$ cat src/rtl/sqr_pkg.sv
package sqr_pkg;
   typedef enum logic [1:0] {
      SQ_BRANCH    = 2'd0,
      SQ_MEM_ORDER = 2'd1,
      SQ_MEM_BLOCK = 2'd2,
      SQ_NONE      = 2'd3
   } squash_cause_e;
endpackage

$ cat src/rtl/sqr_lane_decode.sv
module sqr_lane_decode
   import sqr_pkg::*;
#(
   parameter int AW  = 64,
   parameter int ISZ = 4
) (
   input  logic          valid,
   input  logic [1:0]    cause,
   input  logic [AW-1:0] pc,
   input  logic [AW-1:0] npc,
   input  logic [AW-1:0] nnpc,
   output logic          req,
   output logic          mispred,
   output logic          taken,
   output logic          squash_ds,
   output logic          incl_self,
   output logic [AW-1:0] rpc,
   output logic [AW-1:0] rnpc
);
   localparam logic [AW-1:0] STEP1 = AW'(ISZ);
   localparam logic [AW-1:0] STEP2 = AW'(2 * ISZ);

   logic seq_tail, seq_head, br_taken;

   assign seq_tail = (nnpc == npc + STEP1);
   assign seq_head = (npc == pc + STEP1) || (npc == pc + STEP2);
   assign br_taken = !(seq_tail && seq_head);

   always_comb begin
      req       = 1'b0;
      mispred   = 1'b0;
      taken     = 1'b0;
      squash_ds = 1'b0;
      incl_self = 1'b0;
      rpc       = npc;
      rnpc      = nnpc;
      if (valid) begin
         case (squash_cause_e'(cause))
            SQ_BRANCH: begin
               req       = 1'b1;
               mispred   = 1'b1;
               taken     = br_taken;
               squash_ds = 1'b1;
            end
            SQ_MEM_ORDER: begin
               req = 1'b1;
            end
            SQ_MEM_BLOCK: begin
               req       = 1'b1;
               incl_self = 1'b1;
               rpc       = pc;
               rnpc      = npc;
            end
            default: req = 1'b0;
         endcase
      end
   end
endmodule

$ cat src/rtl/sqr_oldest_pick.sv
module sqr_oldest_pick #(
   parameter int LANES = 3,
   parameter int SW    = 16,
   localparam int IW   = (LANES > 1) ? $clog2(LANES) : 1
) (
   input  logic [LANES-1:0]    req,
   input  logic [SW*LANES-1:0] seq,
   output logic                any,
   output logic [IW-1:0]       idx
);
   logic [SW-1:0] best_seq;

   always_comb begin
      any      = 1'b0;
      idx      = '0;
      best_seq = '0;
      for (int i = 0; i < LANES; i++) begin
         if (req[i] && (!any || seq[i*SW +: SW] < best_seq)) begin
            any      = 1'b1;
            idx      = IW'(i);
            best_seq = seq[i*SW +: SW];
         end
      end
   end
endmodule

$ cat src/rtl/squash_redirect_gen.sv
module squash_redirect_gen #(
   parameter int LANES = 3,
   parameter int AW    = 64,
   parameter int SW    = 16,
   parameter int ISZ   = 4
) (
   input  logic                clk,
   input  logic                rst_n,
   input  logic [LANES-1:0]    in_valid,
   input  logic [2*LANES-1:0]  in_cause,
   input  logic [AW*LANES-1:0] in_pc,
   input  logic [AW*LANES-1:0] in_npc,
   input  logic [AW*LANES-1:0] in_nnpc,
   input  logic [SW*LANES-1:0] in_seq,
   output logic                rd_squash,
   output logic                rd_mispredict,
   output logic                rd_taken,
   output logic                rd_squash_ds,
   output logic [AW-1:0]       rd_pc,
   output logic [AW-1:0]       rd_npc,
   output logic [SW-1:0]       rd_seq,
   output logic                rd_incl_self
);
   localparam int IW = (LANES > 1) ? $clog2(LANES) : 1;

   if (LANES < 1) begin : g_bad_lanes
      $error("LANES must be at least 1");
   end
   if (AW < 16) begin : g_bad_aw
      $error("AW must be at least 16");
   end
   if (ISZ < 1 || (ISZ & (ISZ - 1)) != 0) begin : g_bad_isz
      $error("ISZ must be a power of two");
   end

   logic [LANES-1:0] l_req, l_mp, l_tk, l_ds, l_inc;
   logic [AW-1:0]    l_rpc  [LANES];
   logic [AW-1:0]    l_rnpc [LANES];

   for (genvar g = 0; g < LANES; g++) begin : g_lane
      sqr_lane_decode #(.AW(AW), .ISZ(ISZ)) u_dec (
         .valid     (in_valid[g]),
         .cause     (in_cause[2*g +: 2]),
         .pc        (in_pc[g*AW +: AW]),
         .npc       (in_npc[g*AW +: AW]),
         .nnpc      (in_nnpc[g*AW +: AW]),
         .req       (l_req[g]),
         .mispred   (l_mp[g]),
         .taken     (l_tk[g]),
         .squash_ds (l_ds[g]),
         .incl_self (l_inc[g]),
         .rpc       (l_rpc[g]),
         .rnpc      (l_rnpc[g])
      );
   end

   logic          pick_any;
   logic [IW-1:0] pick_idx;

   sqr_oldest_pick #(.LANES(LANES), .SW(SW)) u_pick (
      .req (l_req),
      .seq (in_seq),
      .any (pick_any),
      .idx (pick_idx)
   );

   always_ff @(posedge clk or negedge rst_n) begin
      if (!rst_n) begin
         rd_squash     <= 1'b0;
         rd_mispredict <= 1'b0;
         rd_taken      <= 1'b0;
         rd_squash_ds  <= 1'b0;
         rd_incl_self  <= 1'b0;
         rd_pc         <= '0;
         rd_npc        <= '0;
         rd_seq        <= '0;
      end else if (pick_any) begin
         rd_squash     <= 1'b1;
         rd_mispredict <= l_mp[pick_idx];
         rd_taken      <= l_tk[pick_idx];
         rd_squash_ds  <= l_ds[pick_idx];
         rd_incl_self  <= l_inc[pick_idx];
         rd_pc         <= l_rpc[pick_idx];
         rd_npc        <= l_rnpc[pick_idx];
         rd_seq        <= in_seq[pick_idx*SW +: SW];
      end else begin
         rd_squash     <= 1'b0;
         rd_mispredict <= 1'b0;
         rd_taken      <= 1'b0;
         rd_squash_ds  <= 1'b0;
         rd_incl_self  <= 1'b0;
         rd_pc         <= '0;
         rd_npc        <= '0;
         rd_seq        <= '0;
      end
   end

   // a mispredict record always squashes the delay slot
   p_mispred_flags_r3: assert property (@(posedge clk) disable iff (!rst_n)
      rd_mispredict |-> (rd_squash && rd_squash_ds && !rd_incl_self));

   // memory causes carry no branch flags
   p_mem_no_branch_r4: assert property (@(posedge clk) disable iff (!rst_n)
      (rd_squash && !rd_mispredict) |-> (!rd_taken && !rd_squash_ds));

   // include-self only for a non-branch squash
   p_incl_self_r5: assert property (@(posedge clk) disable iff (!rst_n)
      rd_incl_self |-> (rd_squash && !rd_mispredict));

   // no request from any lane means no record next cycle
   p_idle_next_r6: assert property (@(posedge clk) disable iff (!rst_n)
      !pick_any |=> !rd_squash);

   // a quiet record has all flags low
   p_quiet_r1: assert property (@(posedge clk) disable iff (!rst_n)
      !rd_squash |-> !(rd_mispredict || rd_taken || rd_squash_ds || rd_incl_self));
endmodule

$ cat config.mk
export PLATFORM = sky130hd
export DESIGN_NAME = squash_redirect_gen
export DESIGN_NICKNAME = d
export VERILOG_FILES = /design/src/rtl/sqr_pkg.sv /design/src/rtl/sqr_lane_decode.sv /design/src/rtl/sqr_oldest_pick.sv /design/src/rtl/squash_redirect_gen.sv
export SDC_FILE = /design/constraint.sdc
export NUM_CORES = 2
export LEC_CHECK = 0
export BUFFER_PORTS_ARGS = -buffer_cell sky130_fd_sc_hd__clkbuf_2
export CAP_MARGIN = 15
export CORE_AREA = 2 2 303 305
export DETAILED_ROUTE_END_ITERATION = 8
export DIE_AREA = 0 0 305 307
export GPL_ROUTABILITY_DRIVEN = 0
export GPL_TIMING_DRIVEN = 1
export PLACE_DENSITY = 0.63
export SYNTH_ARGS = -nofsm -noshare
export SYNTH_HDL_FRONTEND = slang
export SYNTH_HIERARCHICAL = 1
export SYNTH_SLANG_ARGS = --single-unit
$ cat constraint.sdc
create_clock -name clk -period 0.8 [get_ports clk]
set_clock_uncertainty 0.05 [all_clocks]
set_input_delay 0.12 -clock clk [delete_from_list [all_inputs] [get_ports clk]]
set_output_delay 0.12 -clock clk [all_outputs]
set_load 0.01 [all_outputs]
After elaboration in Yosys (flattened, before gate mapping)
Index checks and enable logic that the tools add are counted.
{ "word_totals": {"reg_bits": 148, "out_inout_bits": 149, "word_cells": 120} }
{ "classes": {"addsub": 9, "order_cmp": 4, "n_eq_ne": 15, "shift": 1, "mux": 62, "bitwise": 1, "reduce_logical": 21} }
{ "op_table": {"columns": ["op", "count"], "rows": [
  ["2-to-1 mux 64 bit", 18],
  ["equality test 64 bit", 9],
  ["adder 64 x 3 -> 64 bit, second input constant", 6],
  ["binary-select mux 64 bit (select 2 bit)", 2],
  ["adder 64 x 4 -> 64 bit, second input constant", 3],
  ["2-to-1 mux 16 bit", 3],
  ["indexed part select 48 x 7 -> 16 bit", 1],
  ["2-to-1 mux 1 bit", 35],
  ["less-than comparator 16 bit", 2],
  ["OR reduction 3 bit", 3],
  ["binary-select mux 1 bit (select 2 bit)", 3],
  ["equality test 2 x 1 -> 1 bit, second input constant", 3],
  ["equality test 2 bit, second input constant", 3],
  ["zero test 2 bit", 3],
  ["logical AND 1 bit", 5],
  ["zero test 1 bit", 5],
  ["logical OR 1 bit", 5],
  ["greater-or-equal comparator 3 bit, second input constant", 1],
  ["less-than comparator 2 x 3 -> 1 bit, second input constant", 1],
  ["inverter 2 -> 3 bit", 1],
  ["2-to-1 mux 2 bit", 1]
]} }

Logic depth before layout (Yosys ltp)
{ "depth": {"word_depth": 18, "mapped_depth": 25, "depth_no_buf": 19} }

Hierarchy
Netlist, hierarchy kept.
{ "by_module_without_submodules": {"columns": ["module", "instances", "cells_each", "area_each_um2", "seq_area_each_um2"], "rows": [
  ["sqr_lane_decode", 3, 1357, 7870.0, 0.0],
  ["squash_redirect_gen", 1, 823, 8593.2, 3728.6],
  ["sqr_oldest_pick", 1, 141, 1092.3, 0.0]
]} }

Least setup slack after synthesis
No wires, ideal clock.
{ "synth_timing": {"path_type": "input to register", "from": "input port in_valid[0]", "to": "register rd_seq[10]", "t_arrival_ns": 4.286, "slack_ns": -3.655, "cell_stages": 24, "n_path_buf": 7, "path_cell_list": "a21boi_0 -> buf_6 -> clkbuf_1 -> nand2_1 -> ha_1 -> nand4_1 -> nor3_2 -> nand3_2 -> a32oi_4 -> buf_6 -> buf_8 -> a31oi_1 -> ha_1 -> nand3_1 -> nor2_1 -> o21a_1 -> a2111oi_0 -> a41o_1 -> buf_6 -> buf_12 -> buf_12 -> mux2i_1 -> o21ai_1 -> and2_1"} }
{ "synth_between": {"elab_chain_len": 12, "word_cells_on_any_way": 18, "classes_between": "2 x order compare; 1 x shift; 9 x mux; 6 x reduce/logical"} }
{ "synth_lines": {"columns": ["item", "line_no", "text"], "rows": [
  ["start: declaration", "squash_redirect_gen.sv:9", "input logic [LANES-1:0] in_valid,"],
  ["2-to-1 mux 1 bit *", "sqr_lane_decode.sv:37", "if (valid) begin"],
  ["2-to-1 mux 16 bit / 2-to-1 mux 1 bit (equally long branches)", "sqr_oldest_pick.sv:18", "if (req[i] && (!any || seq[i*SW +: SW] < best_seq)) begin"],
  ["less-than comparator 16 bit / zero test 1 bit (equally long branches)", "sqr_oldest_pick.sv:18", null],
  ["logical OR 1 bit", "sqr_oldest_pick.sv:18", null],
  ["logical AND 1 bit", "sqr_oldest_pick.sv:18", null],
  ["2-to-1 mux 16 bit / 2-to-1 mux 1 bit (equally long branches)", "sqr_oldest_pick.sv:18", null],
  ["less-than comparator 16 bit / zero test 1 bit (equally long branches)", "sqr_oldest_pick.sv:18", null],
  ["logical OR 1 bit *", "sqr_oldest_pick.sv:18", null],
  ["logical AND 1 bit *", "sqr_oldest_pick.sv:18", null],
  ["2-to-1 mux 2 bit *", "sqr_oldest_pick.sv:18", null],
  ["net pick_idx[1]", "squash_redirect_gen.sv:58", "logic [IW-1:0] pick_idx;"],
  ["indexed part select 48 x 7 -> 16 bit *", "squash_redirect_gen.sv:85", "rd_seq <= in_seq[pick_idx*SW +: SW];"],
  ["2-to-1 mux 16 bit *", "squash_redirect_gen.sv:77", "end else if (pick_any) begin"],
  ["end signal: assignment", "squash_redirect_gen.sv:85", null],
  ["end: declaration", "squash_redirect_gen.sv:21", "output logic [SW-1:0] rd_seq,"]
]} }
The timed path passes the listed nets; every way through them passes the cells marked *.

Final worst setup path
{ "layout_timing": {"from": "input port in_cause[1]", "to": "register rd_npc[55]"} }
{ "layout_between": {"elab_chain_len": 18, "word_cells_on_any_way": 28, "classes_between": "2 x order compare; 2 x eq/ne; 15 x mux; 1 x bitwise; 8 x reduce/logical"} }
{ "layout_lines": {"columns": ["item", "line_no", "text"], "rows": [
  ["start: declaration", "squash_redirect_gen.sv:10", "input logic [2*LANES-1:0] in_cause,"],
  ["equality test 2 x 1 -> 1 bit, or another cell as far along", "sqr_lane_decode.sv:38", "case (squash_cause_e'(cause))"],
  ["OR reduction 3 bit (no source line) *", null, null],
  ["2-to-1 mux 1 bit *", "sqr_lane_decode.sv:38", null],
  ["2-to-1 mux 1 bit *", "sqr_lane_decode.sv:37", null],
  ["net l_req[0]", "squash_redirect_gen.sv:36", "logic [LANES-1:0] l_req, l_mp, l_tk, l_ds, l_inc;"],
  ["2-to-1 mux 16 bit / 2-to-1 mux 1 bit (equally long branches)", "sqr_oldest_pick.sv:18", null],
  ["less-than comparator 16 bit / zero test 1 bit (equally long branches)", "sqr_oldest_pick.sv:18", null],
  ["logical OR 1 bit", "sqr_oldest_pick.sv:18", null],
  ["(+3 left out)", null, null],
  ["logical OR 1 bit *", "sqr_oldest_pick.sv:18", null],
  ["logical AND 1 bit *", "sqr_oldest_pick.sv:18", null],
  ["2-to-1 mux 2 bit *", "sqr_oldest_pick.sv:18", null],
  ["net pick_idx[1]", "squash_redirect_gen.sv:58", null],
  ["inverter 2 -> 3 bit (not written as such) *", "squash_redirect_gen.sv:84", "rd_npc <= l_rnpc[pick_idx];"],
  ["binary-select mux 64 bit (select 2 bit) *", "squash_redirect_gen.sv:84", null],
  ["2-to-1 mux 64 bit (not written as such) * (2 in a row)", "squash_redirect_gen.sv:84", null],
  ["2-to-1 mux 64 bit *", "squash_redirect_gen.sv:77", null],
  ["end signal: assignment", "squash_redirect_gen.sv:84", null],
  ["end: declaration", "squash_redirect_gen.sv:20", "output logic [AW-1:0] rd_npc,"]
]} }
The timed path passes the listed nets; every way through them passes the cells marked *. The select of a mux whose other input is x is not followed.

==> reports/results.tsv <==
metric	value	unit
IO Pins	784	
clk sinks	149	
max_slew headroom	0.240	
library cells used by synthesis	86	
area delta synth->final	61.5	%
Fill cells	8417	
Reg clk slew, reported paths	0.08	ns
Slew Limit Fails	0	
yosys warns	6	
slowest stage cell, crit path	nor3_4	
hpwl dp	190000	µm
hold path cells	4	
max cap viols	0	
share of cells above drive strength 1	0.389	
Layout Nets	7908	
Die Span X	305	µm
DRC viols	0	
min Tclk post-route	4.42	ns
Worst Setup Slack, final	-3.62	ns
Detail Route Antenna Nets	0	
asr flop ratio synth	1.00	
largest net degree at the start of global routing	83	
Core Region	90700	µm²
worst hold path class	in2reg	
grt total ovfl	0	
failing checks	negative setup slack	
row count	111	
Setup-failing EPs final	298	
maximum vdd drop	1490	µV
synthesized flop and latch total	149	
fmax	226	MHz
port bufs	783	
worst-case setup slack after placement	-3.93	ns
root buf cell	clkbuf_16	
Lkg Pwr	0.0246	µW
Synth Net Count	5709	
register area share after synthesis	0.112	
initial antenna violation count	39	
worst path arrival time	4.74	ns
Post-Place Cells	8330	
first-pass GRT wire length	316000	µm
Initial Utilization	0.367	
dpl cell area	50800	µm²
CTS buffer count	17	
most frequent CP cell	buf_12	
Worst Tran Pin Value	1.13	ns
CP bufs+invs	9	
Post-Route WL	229000	µm
H-tree depth	4	
syn avg cell area	6.61	µm²
period utilization	5.53	
setup_tns	-586.38	ns
Pwr per Cell Area	1090	nW/µm²
post-synth top area share	0.138	
Cell Area, Synth	33300	µm²
Post-Syn Instances	5035	
RSZ-0062 raised after global routing	true	
WL/cell	27.0	µm
crit-path leading delay family	buffers and inverters	
Non-Filler Instances	8458	
vias post-DR	50621	
1st-pass router iterations	9	
post-route cell area	53800	µm²
full die area	93600	µm²
final hold violations	0	
worst setup path class	in2reg	
CP peak stage delay	0.32	ns
CTS tree	built	
Critical Path Source Type	input pin	
Die Y	307	µm
Min-Delay Endpoint	rd_seq[5]	
WP data required	1.11	ns
crit end category	flip-flop	
number of global-route vias before repair	47529	
status	finished with violations	
vias per std cell	5.98	
main flop type after synthesis	dfrtp_1	
cell taking the most area after synthesis	nand2_1	
Max clock buf depth	2	
top post-synthesis cells by area	nand2_1 14%, xnor2_1 12%, dfrtp_1 11%, xor2_1 6.5%, nand4_1 5.0%	
Post-synth EDFFs	0	
Max FO, Critical Path	6	
HP Start	in_seq[21]	
All-Layer GR Usage	0.461	
Iteration-0 DRC Markers	7021	
==> power breakdown <==
group / internal (µW) / switching, µW / total [µW] / leakage (µW)
sequential: 9080 / 2030 / 11100 / 0.00183
combinational: 18300 / 19800 / 38100 / 0.0224
clock: 5120 / 4180 / 9300 / 0.000316
==> cells in the final DEF (no fill, tap or decap), drive strengths merged, types with 149 or more instances in the layout <==
cell type	netlist	routed
and2	170	170
o21ai	305	305
xnor2	444	444
nand2	1231	1231
xor2	246	246
nand4	280	280
clkbuf	227	740
nor4	183	183
mux2i	163	163
buf	195	1876
nor2	196	196
nand3	182	182
dfrtp	149	149
nand3b	155	155
==> cell families after synthesis <==
kind of cell               count (synthesis)  synth area share
and+or+nand+nor                         2870             0.450
AOI/OAI and AO/OA                        630             0.118
DFF                                      149             0.112
muxes                                    166            0.0500
buffers and inverters                    491            0.0733
xor gates and xnor gates                 690             0.182
adders and majority gates                 39            0.0147
==> cell type report <==
type / instances / area, µm² / area share
antenna: 25 / 62.6 / 0.00116
timing repair buffer: 2602 / 20100 / 0.374
clock buffer: 17 / 425 / 0.00791
multi-input combinational: 4395 / 27400 / 0.510
tap: 1186 / 1480 / 0.0276
sequential: 149 / 3780 / 0.0703
inverter: 69 / 264 / 0.00491
clock inverter: 15 / 231 / 0.00431
==> cells in the mapped netlist, drive strengths merged (16+ instances only) <==
cell type / instances
nor2: 196
nand3: 182
or4: 78
clkbuf: 227
mux2i: 163
o211ai: 28
nand2b: 19
o21ai: 305
and2: 170
or2: 24
buf: 195
a31oi: 54
nor4: 183
nand4: 280
ha: 39
o31ai: 21
xor2: 246
xnor2: 444
inv: 69
nand2: 1231
nor2b: 27
and3: 46
a21oi: 74
nor3: 127
or3: 33
and4: 78
nand3b: 155
o21a: 16
dfrtp: 149
==> through the flow <==
stage	hold slack, ns	total power, µW	utilization
floorplan	-0.226	24800	-
global placement	0.0828	42700	0.560
detailed placement	0.0836	43100	0.560
CTS	0.0184	54500	0.580
global route	0.0368	60100	0.592
finish	0.0232	58500	0.593
==> registers in the layout, indices dropped and copies added, names as in the netlist <==
register	flops
rd_taken	1
rd_npc	64
rd_squash	1
rd_seq	16
rd_squash_ds	1
rd_pc	64
rd_incl_self	1
rd_mispredict	1
==> per-layer routing <==
metal  GRT usage  vias up  part of all wire  wire length [µm]
met5     0.00930        -            0.0012               269
met1       0.514    23277              0.34             78700
met3       0.193     1165              0.14             32400
li1            -    22209                 -                 -
met4       0.411       32              0.11             24900
met2       0.669     3938              0.40             92400
==> worst max-delay path by stage <==
| stage | start | endpoint | slack, ns | depth (start not counted) |
|---|---|---|---|---|
| after floorplan | in_valid[0] | rd_seq[10] | -3.30 | 25 |
| after global placement | in_cause[0] | rd_npc[58] | -3.73 | 24 |
| after detailed placement | in_cause[0] | rd_pc[54] | -3.93 | 23 |
| after CTS | in_valid[0] | rd_pc[5] | -3.41 | 27 |
| after global routing | in_cause[1] | rd_npc[55] | -3.68 | 26 |
| final | in_cause[1] | rd_npc[55] | -3.62 | 27 |
==> timing repair <==
action | CTS | global route
pin swaps | 26 | 44
cloned | 21 | 15
endpoints found under the hold margin | 149 | 0
resized for setup | 116 | 218
setup endpoints to repair | 298 | 298
setup buffers | 27 | 18
hold buffers | 1 | 0
No activity file was read; power rests on OpenSTA's default activity.
